<file path="src/rtl/lutchain_pkg.sv">
package lutchain_pkg;

    // n! for small n, used for permutation weights
    function automatic int fact(input int n);
        int r;
        r = 1;
        for (int i = 2; i <= n; i++) r = r * i;
        return r;
    endfunction

    // floor(log2(v)) for v >= 1
    function automatic int flog2(input int v);
        int r;
        r = 0;
        while ((v >> (r + 1)) > 0) r++;
        return r;
    endfunction

endpackage

</file>
<file path="src/rtl/lutchain_perm_rank.sv">
module lutchain_perm_rank
    import lutchain_pkg::*;
#(
    parameter int K     = 4,
    parameter int SEL_W = 4,
    parameter int PB    = 4
) (
    input  logic [K*SEL_W-1:0] sel,
    output logic [PB-1:0]      regen_bits
);
    localparam int CW = $clog2(K) + 1;

    logic [PB-1:0] term [K];

    genvar i;
    generate
        for (i = 0; i < K; i++) begin : g_pos
            localparam int WEIGHT = fact(K - 1 - i);
            logic [CW-1:0] smaller;
            always_comb begin
                smaller = '0;
                for (int j = i + 1; j < K; j++) begin
                    if (sel[j*SEL_W +: SEL_W] < sel[i*SEL_W +: SEL_W])
                        smaller = smaller + CW'(1);
                end
            end
            assign term[i] = PB'(32'(smaller) * WEIGHT);
        end
    endgenerate

    always_comb begin
        regen_bits = '0;
        for (int n = 0; n < K; n++) regen_bits = regen_bits + term[n];
    end

endmodule

</file>
<file path="src/rtl/lutchain_tbl_merge.sv">
module lutchain_tbl_merge #(
    parameter int TBL = 16,
    parameter int PB  = 4
) (
    input  logic [TBL-1:0] partial,
    input  logic [PB-1:0]  regen,
    input  logic           keep_all,
    output logic [TBL-1:0] full
);
    always_comb begin
        if (keep_all) full = partial;
        else          full = {regen, partial[TBL-PB-1:0]};
    end
endmodule

</file>
<file path="src/rtl/lutchain_loader.sv">
module lutchain_loader
    import lutchain_pkg::*;
#(
    parameter int K        = 4,
    parameter int SEL_W    = 4,
    parameter int NUM_LUTS = 5,
    parameter int IDX_W    = ($clog2(NUM_LUTS) > 0) ? $clog2(NUM_LUTS) : 1
) (
    input  logic                  clk,
    input  logic                  rst,
    input  logic                  in_valid,
    output logic                  in_ready,
    input  logic                  in_bit,
    input  logic [K*SEL_W-1:0]    in_sel,
    output logic                  wr_en,
    output logic [IDX_W-1:0]      wr_idx,
    output logic [K*SEL_W-1:0]    wr_sel,
    output logic [(1<<K)-1:0]     wr_table
);
    localparam int TBL    = 1 << K;
    localparam int PB     = flog2(fact(K));
    localparam int SW_ALL = K * SEL_W;
    localparam int DATA_N = TBL - PB;
    localparam int CNT_W  = $clog2(TBL + 1);
    localparam logic [IDX_W-1:0] LAST = IDX_W'(NUM_LUTS - 1);

    typedef struct packed {
        logic [IDX_W-1:0]  idx;
        logic [CNT_W-1:0]  cnt;
        logic [TBL-1:0]    tbl;
        logic [SW_ALL-1:0] sel;
        logic              pending;
        logic              done;
        logic              wr_en;
        logic [IDX_W-1:0]  wr_idx;
        logic [SW_ALL-1:0] wr_sel;
        logic [TBL-1:0]    wr_table;
    } state_t;

    state_t q, d;

    logic              accept;
    logic              is_last;
    logic [CNT_W-1:0]  need_n;
    logic [TBL-1:0]    tbl_wb;
    logic [PB-1:0]     regen_bits;
    logic [TBL-1:0]    merge_src;
    logic [TBL-1:0]    merged;

    assign accept  = in_valid && !q.done;
    assign is_last = (q.idx == LAST);
    assign need_n  = is_last ? CNT_W'(TBL) : CNT_W'(DATA_N);

    always_comb begin
        tbl_wb = q.tbl;
        tbl_wb[q.cnt[K-1:0]] = in_bit;
    end

    // shared regenerator: rank of the arriving LUT's wiring
    lutchain_perm_rank #(.K(K), .SEL_W(SEL_W), .PB(PB)) u_rank (
        .sel        (in_sel),
        .regen_bits (regen_bits)
    );

    assign merge_src = q.pending ? q.tbl : tbl_wb;

    lutchain_tbl_merge #(.TBL(TBL), .PB(PB)) u_merge (
        .partial  (merge_src),
        .regen    (regen_bits),
        .keep_all (!q.pending),
        .full     (merged)
    );

    always_comb begin
        d       = q;
        d.wr_en = 1'b0;
        if (accept) begin
            if (q.pending) begin
                // first bit of successor: commit the held table
                d.wr_en    = 1'b1;
                d.wr_idx   = q.idx;
                d.wr_sel   = q.sel;
                d.wr_table = merged;
                d.idx      = q.idx + IDX_W'(1);
                d.tbl      = '0;
                d.tbl[0]   = in_bit;
                d.cnt      = CNT_W'(1);
                d.sel      = in_sel;
                d.pending  = 1'b0;
            end else begin
                if (q.cnt == '0) d.sel = in_sel;
                d.tbl = tbl_wb;
                d.cnt = q.cnt + CNT_W'(1);
                if (q.cnt + CNT_W'(1) == need_n) begin
                    if (is_last) begin
                        d.wr_en    = 1'b1;
                        d.wr_idx   = q.idx;
                        d.wr_sel   = (q.cnt == '0) ? in_sel : q.sel;
                        d.wr_table = merged;
                        d.done     = 1'b1;
                    end else begin
                        d.pending  = 1'b1;
                    end
                end
            end
        end
    end

    always_ff @(posedge clk) begin
        if (rst) q <= '0;
        else     q <= d;
    end

    assign in_ready = !q.done;
    assign wr_en    = q.wr_en;
    assign wr_idx   = q.wr_idx;
    assign wr_sel   = q.wr_sel;
    assign wr_table = q.wr_table;

endmodule

</file>
<file path="config.mk">
export PLATFORM = sky130hd
export DESIGN_NAME = lutchain_loader
export DESIGN_NICKNAME = d
export VERILOG_FILES = /design/src/rtl/lutchain_pkg.sv /design/src/rtl/lutchain_perm_rank.sv /design/src/rtl/lutchain_tbl_merge.sv /design/src/rtl/lutchain_loader.sv
export SDC_FILE = /design/constraint.sdc
export NUM_CORES = 1
export LEC_CHECK = 0
export ABC_CLOCK_PERIOD_IN_PS = 3550
export BUFFER_PORTS_ARGS = -buffer_cell sky130_fd_sc_hd__buf_4
export CAP_MARGIN = 20
export CORE_ASPECT_RATIO = 0.5
export CORE_MARGIN = 5
export CORE_UTILIZATION = 53
export CTS_CLUSTER_SIZE = 28
export DETAILED_ROUTE_END_ITERATION = 7
export PLACE_DENSITY = 0.76
export SLEW_MARGIN = 10
export SYNTH_ARGS = -nofsm -noshare
export SYNTH_HDL_FRONTEND = slang
export SYNTH_HIERARCHICAL = 1
export SYNTH_SLANG_ARGS = --single-unit
</file>
<file path="constraint.sdc">
create_clock -name clk -period 3.55 [get_ports clk]
set_clock_uncertainty 0.05 [all_clocks]
set_input_delay 0.1775 -clock clk [delete_from_list [all_inputs] [get_ports clk]]
set_output_delay 0.1775 -clock clk [all_outputs]
set_load 0.005 [all_outputs]
</file>
==> summary.txt, run 1 <==
Run status
  – Status: completed

Timing
  – Slew headroom: 51.0%
  – Final min period: 3.32 ns
  – Min Hold Slack: 0.0515 ns
  – Final hold violations: 0
  – Worst-margin pin slew: 0.735 ns
  – Min setup slack post-route: 0.235 ns
  – Max Clock Freq: 0.302 GHz
  – Final Max Slew Viols: 0
  – Final setup fails: 0
  – RSZ-0062 raised after global routing: no
  – Crit share post-route: 93.4%

Setup path
  – Max incr delay on CP: 0.63 ns
  – CP arrival: 3.49 ns
  – Critical Path Start: in_sel[1]
  – Slowest stage cell, crit path: fa_2
  – FF-to-FF setup slack: 1.02 ns
  – Worst setup path endpoint: wr_table[15]$_SDFFE_PP0P_
  – Nature of the critical path startpoint: input port
  – Reg2reg path depth: 6
  – CP Class: input port to flop
  – Worst r2r src: q[70]$_SDFFE_PP0P_
  – CP Cell Sequence: buf_4 -> inv_2 -> buf_4 -> ha_1 -> o211ai_1 -> o21a_2 -> inv_2 -> fa_2 -> xnor2_2 -> fa_2 -> xor2_1 -> o21bai_1 -> a211oi_2 -> a311oi_1 -> mux2_2 -> nand2_1 -> a21oi_1 -> a221o_1
  – Critical Path Fanout Max: 5
  – Worst EP required: 3.72 ns
  – Critical Path Sink Type: flop
  – R2R Path End: wr_sel[0]$_SDFFE_PP0P_

Worst hold path
  – Worst hold path type: input port to flop
  – Worst hold path startpoint: in_sel[3]

Layout
  – Diode count: 0
  – Commonest non-fill, non-tap cell in the layout: nand2_1
  – Commonest cells after routing, fill and taps aside: nand2_1, buf_4, dfxtp_1
  – Area grow syn2layout: 8.82%
  – Layout cell share with drive strength beyond 1: 20.9%
  – Nets: 650

Drt
  – Routed Antenna Nets: 0
  – Routed vias: 4188
  – DR iter-0 viols: 317
  – Drt via density: 5.81
  – Routed WL: 11800 um
  – Detailed Routing Iterations Pass 1: 5
  – Wire per inst: 16.3 um
  – # DRC: 0

CTS
  – # H-tree levels: 3
  – CTS tree: built
  – Clock transition at the registers of the reported paths: 0.06 ns
  – Clk sinks: 78
  – Clock Path Buffers: 2
  – Number of buffers inserted by hold repair at cts: 0
  – CTS Buf Count: 9
  – CTS root buf: clkbuf_16
  – Insertion delay to the later sink of the worst-skew pair: 0.34 ns

Power and ir drop
  – Combinational power share: 16.2%
  – Switching Power: 0.000549 W
  – Sw Ratio: 26.5%
  – Clk pwr share: 40.0%
  – VDD IR-drop max: 0.237 mV
  – Sequential fraction of design power: 43.8%
  – Lkg Pwr: 2.20 nW
  – Cell-internal power: 0.00152 W
  – PwrDens: 388 nW/um^2

Synth
  – Main combinational cell family by area after synthesis: compound AO/OA/AOI/OAI gates
  – Flops & latches, synth: 78
  – Xor and xnor area share after synthesis: 1.07%
  – Cell area after synthesis: 4910 um^2
  – Synth Area in Compound Gates: 25.6%
  – Synth Warn #: 6
  – Post-synth EDFFs: 0
  – Synth Area in Simple Gates: 14.5%
  – Register area share after synthesis: 31.8%
  – Mapped Nets: 652
  – Async SR Flop Fraction: 0%
  – Multiplexer area fraction after synthesis: 5.92%
  – Post-synth top flop: dfxtp_1
  – Syn_area_per_cell: 8.14 um^2
  – Synth Area in Adders: 7.70%
  – Post-Synthesis Cells: 603
  – Post-synth cell types: 50

Placed design
  – Placed wire-length estimate: 7860 um
  – GPL Wtd Cong: 0.849
  – IO Port Bufs: 56
  – Pre-CTS setup slack: -0.287 ns

Floorplan
  – # IOs: 57
  – Die Wd: 146 um
  – Core ar.: 8860 um^2
  – Chip height: 78.0 um
  – DIE AREA: 11400 um^2
  – Initial Util: 55.4%
  – Num rows: 24

Global route
  – Total GRT Usage: 20.8%
  – Initial antenna violation count: 0
  – Vias in the first global route: 4006
  – First-pass GRT wire length: 19700 um
  – Pin count of the biggest net entering global routing: 69
  – Gr ovfl total: 0

Run
  – Max Cap Violations: 0
[cells in the mapped netlist, types with 2 or more instances]
master | number | area [um^2]
nor2_1 | 19 | 71.3
xor2_1 | 3 | 26.3
o21ai_0 | 58 | 290
nand2_1 | 84 | 315
o31ai_1 | 2 | 15.0
a211oi_1 | 3 | 22.5
dfxtp_1 | 78 | 1560
mux2i_1 | 2 | 20.0
nor3b_1 | 4 | 30.0
nor2b_1 | 5 | 31.3
and3b_1 | 2 | 17.5
a221o_1 | 34 | 340
nand2b_1 | 12 | 75.1
fa_1 | 2 | 40.0
buf_2 | 11 | 55.1
nand3b_1 | 2 | 15.0
clkbuf_1 | 25 | 93.8
nand4_1 | 3 | 18.8
a21o_1 | 12 | 90.1
buf_6 | 6 | 67.6
nand3_1 | 9 | 45.0
a21oi_1 | 72 | 360
xnor2_1 | 3 | 26.3
mux2_2 | 24 | 270
a31oi_1 | 4 | 25.0
and3_1 | 2 | 12.5
buf_4 | 49 | 368
a22oi_1 | 4 | 30.0
nor3_1 | 6 | 30.0
inv_1 | 17 | 63.8
ha_1 | 27 | 338
[logic make-up after synthesis]
family | Yosys count
muxes | 26
xor gates and xnor gates | 6
and+or+nand+nor | 154
DFF | 78
adders and majority gates | 29
buffers and inverters | 111
AOI/OAI and AO/OA | 199
[state kept, by name (all words and copies together) (netlist names)]
| signal | cells |
|---|---|
| wr_table | 16 |
| wr_sel | 16 |
| q | 42 |
| wr_idx | 3 |
| wr_en | 1 |
[power by group through the flow]
stage	logic, W	clock network (W)	registers, W
floorplan	0.000221	0	0.000922
global route	0.000375	0.000879	0.000910
detailed placement	0.000318	0	0.000926
CTS	0.000319	0.000833	0.000907
finish	0.000335	0.000829	0.000907
global placement	0.000309	0	0.000925
[routing by layer]
| layer | track usage [%] | part of all wire [%] | vias up |
|---|---|---|---|
| met5 | 0 | 0 | - |
| met3 | 5.64 | 6.1 | 13 |
| met1 | 27.5 | 47 | 1968 |
| li1 | - | - | 2088 |
| met2 | 34.2 | 46 | 119 |
| met4 | 5.16 | 0.97 | 0 |
[worst min-delay path by stage]
stage               slack, ns            endpoint  depth (start not counted)
floorplan                0.26  q[38]$_SDFFE_PP0P_                          2
global placement         0.41  q[44]$_SDFFE_PP0P_                          3
detailed placement       0.40  q[41]$_SDFFE_PP0P_                          3
CTS                      0.05  q[41]$_SDFFE_PP0P_                          3
global route             0.08  q[49]$_SDFFE_PP0P_                          3
finish                   0.05  q[41]$_SDFFE_PP0P_                          3
[area by class of cell]
type / instances / area [um^2]
repair buffers: 79 / 593
fillers: 785 / 3520
clock buffers: 12 / 246
flip-flops and latches: 78 / 1560
multi-input cells: 414 / 2710
clock inverters: 2 / 10.0
inverters: 19 / 71.3
well taps: 117 / 146
[worst max-delay path: cells and delay by family]
family	cells	cell delay, ns
xor+xnor	2	0.26
mux	1	0.29
compound gates	7	1.11
simple gates	1	0.06
fa+ha+maj	3	1.30
buf+inv	4	0.30
[through the flow]
| step | cells | utilization [%] | area (um^2) | power (W) | setup TNS, ns |
|---|---|---|---|---|---|
| finish | 721 | 60.3 | 5340 | 0.00207 | 0 |
| global route | 721 | 60.3 | 5340 | 0.00216 | 0 |
| CTS | 720 | 60.0 | 5320 | 0.00206 | 0 |
| detailed placement | 706 | 57.1 | 5060 | 0.00124 | -0.287 |
| global placement | 706 | 57.1 | 5060 | 0.00123 | -0.171 |
| floorplan | 603 | - | 4910 | 0.00114 | 0 |
[repair_timing]
action / 4_1_cts / 5_1_grt
endpoints found under the setup margin: 0 / 1
resized for setup: 0 / 5
setup buffers: 0 / 1
Note: power is estimated with default switching activity, not from simulation.
==> inputs of run 2 (changes only) <==
--- a/config.mk
+++ b/config.mk
@@ -10,10 +10,11 @@
 export CAP_MARGIN = 20
 export CORE_ASPECT_RATIO = 0.5
 export CORE_MARGIN = 5
-export CORE_UTILIZATION = 53
+export CORE_UTILIZATION = 55
+export CTS_BUF_LIST = sky130_fd_sc_hd__clkbuf_4 sky130_fd_sc_hd__clkbuf_8
 export CTS_CLUSTER_SIZE = 28
 export DETAILED_ROUTE_END_ITERATION = 7
-export PLACE_DENSITY = 0.76
+export PLACE_DENSITY = 0.79
 export SLEW_MARGIN = 10
 export SYNTH_ARGS = -nofsm -noshare
 export SYNTH_HDL_FRONTEND = slang
==> run 2 against run 1 <==
Final area down 1.3%; critical path depth unchanged; clock-buffer cell count is 1 lower; routed wire length shrank 2.1%; highest routed layer unchanged.
==> summary.txt, run 2 (synthesis gave the netlist of run 1 again) <==
Setup path
  – Max incr delay on CP: 0.63 ns (about the same)
  – Critical Path Start: in_sel[1]
  – CP Cell Sequence: buf_4 -> inv_2 -> buf_4 -> ha_1 -> o211ai_1 -> o21a_2 -> inv_2 -> fa_2 -> xnor2_2 -> fa_2 -> xor2_1 -> o21bai_1 -> a211oi_1 -> a311oi_1 -> mux2_2 -> nand2_1 -> a21oi_1 -> a221o_1
  – CP Class: input port to flop
  – Nature of the critical path startpoint: input port
  – R2R Path End: wr_sel[7]$_SDFFE_PP0P_
  – WP depth: 18 (unchanged)
  – Critical Path Fanout Max: 5 (unchanged)
  – Worst EP required: 3.75 ns (+0.03 ns)
  – Critical Path Sink Type: flop
  – Worst setup path endpoint: wr_table[15]$_SDFFE_PP0P_
  – Crit path max-delay family: adder cells
  – Buffers & Inverters on Critical Path: 4 (unchanged)
  – Reg2reg path depth: 6 (unchanged)
  – FF-to-FF setup slack: 1.10 ns (+0.08 ns)
  – Worst r2r src: q[71]$_SDFFE_PP0P_
  – Slowest stage cell, crit path: fa_2
  – CP arrival: 3.62 ns (+0.13 ns)

Drt
  – Routed Antenna Nets: 0 (unchanged)
  – Detailed Routing Iterations Pass 1: 5 (unchanged)
  – M1 WL: 5270 um (-5.2%)
  – DR top layer: met4
  – Drt via density: 5.91 (+1.7%)
  – Routed vias: 4266 (+1.9%)
  – Wire per inst: 16.0 um (-2.2%)
  – DR iter-0 viols: 378 (+19%)
  – Met2 wire length: 5520 um (+2.1%)
  – Met3 Routed Length: 655 um (-8.8%)
  – # DRC: 0 (unchanged)
  – Routed WL: 11500 um (-2.1%)

Timing
  – Setup TNS: 0 ns (unchanged)
  – Min Hold Slack: 0.0312 ns (-0.0203 ns)
  – Min setup slack post-route: 0.131 ns (-0.104 ns)
  – Final min period: 3.42 ns (+0.104 ns)
  – Final setup fails: 0 (unchanged)
  – Max Clock Freq: 0.292 GHz (-3.0%)
  – Final hold violations: 0 (unchanged)
  – Slew headroom: 51.2% (+0.27 points)
  – Final Max Slew Viols: 0 (unchanged)
  – Worst-margin pin slew: 0.731 ns (-0.00399 ns)
  – Crit share post-route: 96.3% (+2.9 points)

Layout
  – Layout cell share with drive strength beyond 1: 21.2% (+0.30 points)
  – Area grow syn2layout: 7.42%
  – Nets: 650 (unchanged)
  – Most flop-heavy register: q
  – Largest register FFs: 42 (unchanged)
  – Commonest non-fill, non-tap cell in the layout: nand2_1
  – Commonest cells after routing, fill and taps aside: nand2_1, buf_4, dfxtp_1
  – Reg area: 1560 um^2 (unchanged)
  – Area of the multi-input gates: 2710 um^2 (-0.18%)
  – Diode count: 0 (unchanged)
  – Filler cell count: 788 (+0.38%)

CTS
  – CTS root buf: clkbuf_8
  – Insertion delay to the later sink of the worst-skew pair: 0.35 ns (about the same)
  – CTS Buf Count: 9 (unchanged)
  – # H-tree levels: 3 (unchanged)
  – Clock Path Buffers: 2 (unchanged)
  – Clk sinks: 78 (unchanged)
  – Clock transition at the registers of the reported paths: 0.08 ns (+0.02 ns)
  – CTS tree: built

Global route
  – Gr ovfl total: 0 (unchanged)
  – Vias in the first global route: 3942 (-1.6%)
  – Total GRT Usage: 21.2% (+0.38 points)
  – First-pass GRT wire length: 19400 um (-1.9%)
  – Initial antenna violation count: 0 (unchanged)
  – Pin count of the biggest net entering global routing: 70 (+1.4%)

Run
  – Max Cap Violations: 0 (unchanged)

Run status
  – Status: completed

Floorplan
  – Die Wd: 144 um (-1.7%)
  – Num rows: 24 (unchanged)
  – Chip height: 76.8 um (-1.6%)
  – DIE AREA: 11000 um^2 (-3.3%)
  – Core ar.: 8710 um^2 (-1.7%)
  – # IOs: 57 (unchanged)
  – Initial Util: 56.4% (+0.96 points)

Power and ir drop
  – VDD IR-drop max: 0.197 mV (-17%)
  – Lkg Pwr: 2.16 nW (-1.4%)
  – PwrDens: 361 nW/um^2 (-6.9%)

Worst hold path
  – Worst hold path type: input port to flop

Placed design
  – GPL Wtd Cong: 0.849 (about the same)
  – IO Port Bufs: 56 (unchanged)
  – Placed wire-length estimate: 7720 um (-1.9%)
  – Pre-CTS setup slack: -0.293 ns (-0.00561 ns)
## run 2: layout make-up
cell class	instances	share of cell area [%]
timing repair buffer	79	11.3
multi-input combinational	414	51.3
clock buffer	11	2.75
sequential	78	29.6
tap	117	2.78
inverter	19	1.35
clock inverter	4	0.902
## run 2: per-layer routing
layer	up-vias	track usage, %
met5	-	0
met4	0	4.70
met3	9	4.66
met2	116	34.7
met1	2059	28.6
li1	2082	-
## run 2: report_power, final
| group | switching, W | internal (W) |
|---|---|---|
| sequential | 0.0000138 | 0.000891 |
| combinational | 0.000186 | 0.000147 |
| clock | 0.000319 | 0.000346 |
| total | 0.000519 | 0.00138 |
## run 2: what timing repair did
action | in CTS | in global routing
gates resized for setup | 0 | 4
buffers inserted | 0 | 2
setup endpoints to repair | 0 | 1
hold buffers | 0 | 0
## run 2: worst register-to-register path, cell delays in order, from the launching register on
cell,delay (ns)
dfxtp_1,0.39
ha_1,0.48
xnor2_1,0.19
o22ai_2,0.16
nor2_2,0.54
buf_4,0.38
a221o_1,0.20
## run 2: worst min path at each step
| stage | from | to | cells past startpoint |
|---|---|---|---|
| floorplan | in_sel[0] | q[38]$_SDFFE_PP0P_ | 2 |
| global placement | in_sel[3] | q[41]$_SDFFE_PP0P_ | 3 |
| detailed placement | in_sel[3] | q[41]$_SDFFE_PP0P_ | 3 |
| CTS | in_sel[3] | q[41]$_SDFFE_PP0P_ | 3 |
| global route | in_sel[3] | q[41]$_SDFFE_PP0P_ | 3 |
| finish | in_sel[3] | q[41]$_SDFFE_PP0P_ | 3 |
## run 2: metrics by stage
stage / util, % / area (um^2) / cells / power (W)
global route: 60.5 / 5270 / 722 / 0.00200
global placement: 58.0 / 5050 / 705 / 0.00123
floorplan: - / 4910 / 603 / 0.00114
CTS: 60.2 / 5240 / 720 / 0.00190
detailed placement: 58.0 / 5050 / 705 / 0.00124
finish: 60.5 / 5270 / 722 / 0.00190
==> inputs of run 3 (changes only) <==
--- a/config.mk
+++ b/config.mk
@@ -10,11 +10,11 @@
 export CAP_MARGIN = 20
 export CORE_ASPECT_RATIO = 0.5
 export CORE_MARGIN = 5
-export CORE_UTILIZATION = 55
+export CORE_UTILIZATION = 47
 export CTS_BUF_LIST = sky130_fd_sc_hd__clkbuf_4 sky130_fd_sc_hd__clkbuf_8
 export CTS_CLUSTER_SIZE = 28
 export DETAILED_ROUTE_END_ITERATION = 7
-export PLACE_DENSITY = 0.79
+export PLACE_DENSITY = 0.69
 export SLEW_MARGIN = 10
 export SYNTH_ARGS = -nofsm -noshare
 export SYNTH_HDL_FRONTEND = slang
==> run 3 against run 2 <==
Clock power up 5.7%; core utilization down 8.8 points; first-iteration DRC count down 4.2%; maximum frequency up 1.8%; die area up 15%; critical endpoint unchanged; largest cell class unchanged.
==> summary.txt, run 3 (synthesis gave the netlist of run 1 again) <==
Run
  – Max Cap Violations: 0 (unchanged)

Global route
  – Gr ovfl total: 0 (unchanged)
  – Total GRT Usage: 18.7% (-2.5 points)
  – Vias in the first global route: 3903 (-0.99%)
  – First-pass GRT wire length: 19400 um (+0.25%)
  – Pin count of the biggest net entering global routing: 70 (unchanged)
  – Initial antenna violation count: 0 (unchanged)

CTS
  – # H-tree levels: 3 (unchanged)
  – Post-CTS setup buffers: 0 (unchanged)
  – CTS Buf Count: 9 (unchanged)
  – CTS tree: built
  – Clock transition at the registers of the reported paths: 0.07 ns (about the same)
  – Insertion delay to the later sink of the worst-skew pair: 0.36 ns (about the same)
  – Clk sinks: 78 (unchanged)
  – Clock Path Buffers: 2 (unchanged)
  – CTS root buf: clkbuf_8

Timing
  – Setup TNS: 0 ns (unchanged)
  – Final min period: 3.36 ns (-0.0610 ns)
  – Final Max Slew Viols: 0 (unchanged)
  – Max Clock Freq: 0.298 GHz (+1.8%)
  – RSZ-0062 raised after global routing: no
  – Worst-margin pin slew: 0.745 ns (+0.0131 ns)
  – Min setup slack post-route: 0.192 ns (+0.0610 ns)
  – Slew headroom: 50.3% (-0.93 points)
  – Crit share post-route: 94.6% (-1.7 points)
  – Final setup fails: 0 (unchanged)
  – Final hold violations: 0 (unchanged)

Drt
  – Routed Antenna Nets: 0 (unchanged)
  – DR iter-0 viols: 362 (-4.2%)
  – # DRC: 0 (unchanged)
  – Detailed Routing Iterations Pass 1: 5 (unchanged)
  – Wire per inst: 15.6 um (-2.3%)
  – Routed vias: 4127 (-3.3%)
  – Routed WL: 11600 um (+0.36%)
  – Drt via density: 5.56 (-5.9%)

Power and ir drop
  – PwrDens: 365 nW/um^2 (+1.1%)
  – Power Total: 0.00193 W (+1.3%)
  – VDD IR-drop max: 0.172 mV (-13%)
  – Lkg Pwr: 2.15 nW (-0.50%)

Setup path
  – CP arrival: 3.56 ns (-0.06 ns)
  – Critical Path Fanout Max: 5 (unchanged)
  – Nature of the critical path startpoint: input port
  – Most common cell on crit path: a21o_1
  – Critical Path Start: in_sel[1]
  – Critical Path Sink Type: flop
  – FF-to-FF setup slack: 1.00 ns (-0.10 ns)
  – CP Cell Sequence: buf_4 -> inv_1 -> ha_1 -> a21o_1 -> a21o_1 -> a21o_1 -> fa_2 -> xnor2_1 -> fa_1 -> xor2_1 -> o21bai_1 -> a211oi_1 -> a311oi_1 -> mux2_2 -> nand2_1 -> a21oi_1 -> a221o_1
  – Worst r2r src: q[70]$_SDFFE_PP0P_
  – Worst EP required: 3.75 ns (about the same)
  – Slowest stage cell, crit path: fa_2
  – Max incr delay on CP: 0.59 ns (-0.04 ns)
  – CP Class: input port to flop

Worst hold path
  – Worst hold path startpoint: in_sel[3]
  – Worst hold path type: input port to flop

Layout
  – Filler cell count: 1016 (+29%)
  – Nets: 647 (-0.46%)
  – Commonest cells after routing, fill and taps aside: nand2_1, dfxtp_1, buf_4
  – Area grow syn2layout: 7.65%
  – Layout cell share with drive strength beyond 1: 20.3% (-0.89 points)
  – Diode count: 0 (unchanged)
  – Commonest non-fill, non-tap cell in the layout: nand2_1
  – Most flop-heavy register: q
  – Largest register FFs: 42 (unchanged)

Placed design
  – IO Port Bufs: 56 (unchanged)
  – Pre-CTS setup slack: -0.257 ns (+0.0359 ns)
  – GPL Wtd Cong: 0.805 (-5.2%)
  – Placed wire-length estimate: 7790 um (+1.0%)

Floorplan
  – Initial Util: 48.0% (-8.3 points)
  – Num rows: 26 (+8.3%)
  – Chip height: 82.3 um (+7.1%)
  – DIE AREA: 12700 um^2 (+15%)
  – Die Wd: 155 um (+7.6%)
  – # IOs: 57 (unchanged)
  – Core ar.: 10200 um^2 (+17%)

Run status
  – Status: completed
## run 3: cell count changes in the layout (fill, tap and decap cells not counted), sizes merged
cell	change
clkinv	-1
buf	-3
clkbuf	+1
## run 3: routing by layer
layer	global-route usage, %	routed length, um	vias to the layer above
li1	-	-	2078
met1	25.9	5720	1951
met2	30.0	5180	84
met3	3.64	534	14
met4	5.29	150	0
met5	0	0	-
## run 3: worst paths after layout
path,end,depth (start not counted)
setup reg to reg,wr_sel[2]$_SDFFE_PP0P_,6
hold reg to reg,q[45]$_SDFFE_PP0P_,2
hold / removal,q[41]$_SDFFE_PP0P_,3
setup / recovery,wr_table[15]$_SDFFE_PP0P_,17
## run 3: power breakdown
group	total (W)	leakage (nW)	internal, W	switching (W)
sequential	0.000905	0.631	0.000891	0.0000139
clock	0.000703	0.104	0.000378	0.000326
combinational	0.000318	1.42	0.000137	0.000182
## run 3: layout make-up
type | instances | area (um^2) | share of cell area, %
Timing Repair Buffer | 76 | 571 | 10.8
Clock buffer | 12 | 165 | 3.13
Clock inverter | 3 | 42.5 | 0.805
Inverter | 19 | 71.3 | 1.35
Sequential cell | 78 | 1560 | 29.6
Tap cell | 140 | 175 | 3.32
Multi-Input combinational cell | 414 | 2700 | 51.0
## run 3: through the flow
stage          util [%]  cell area (um^2)  std cells  hold WS, ns
2_1_floorplan         -              4910        603        0.263
3_3_place_gp       49.7              5070        727        0.389
3_5_place_dp       49.7              5070        727        0.399
4_1_cts            51.7              5280        742       0.0130
5_1_grt            51.7              5280        742       0.0156
6_report           51.7              5280        742       0.0253
## run 3: worst max-delay path, delay by kind of cell
kind | cells | cell delay, ns
fa+ha+maj | 3 | 1.26
compound gates | 8 | 1.30
mux | 1 | 0.28
simple gates | 1 | 0.06
xor+xnor | 2 | 0.28
buf+inv | 2 | 0.20
## run 3: repair_timing
| action | in CTS | in global routing |
|---|---|---|
| gates resized for setup | 0 | 1 |
| hold buffers | 0 | 0 |
| endpoints found under the setup margin | 0 | 1 |
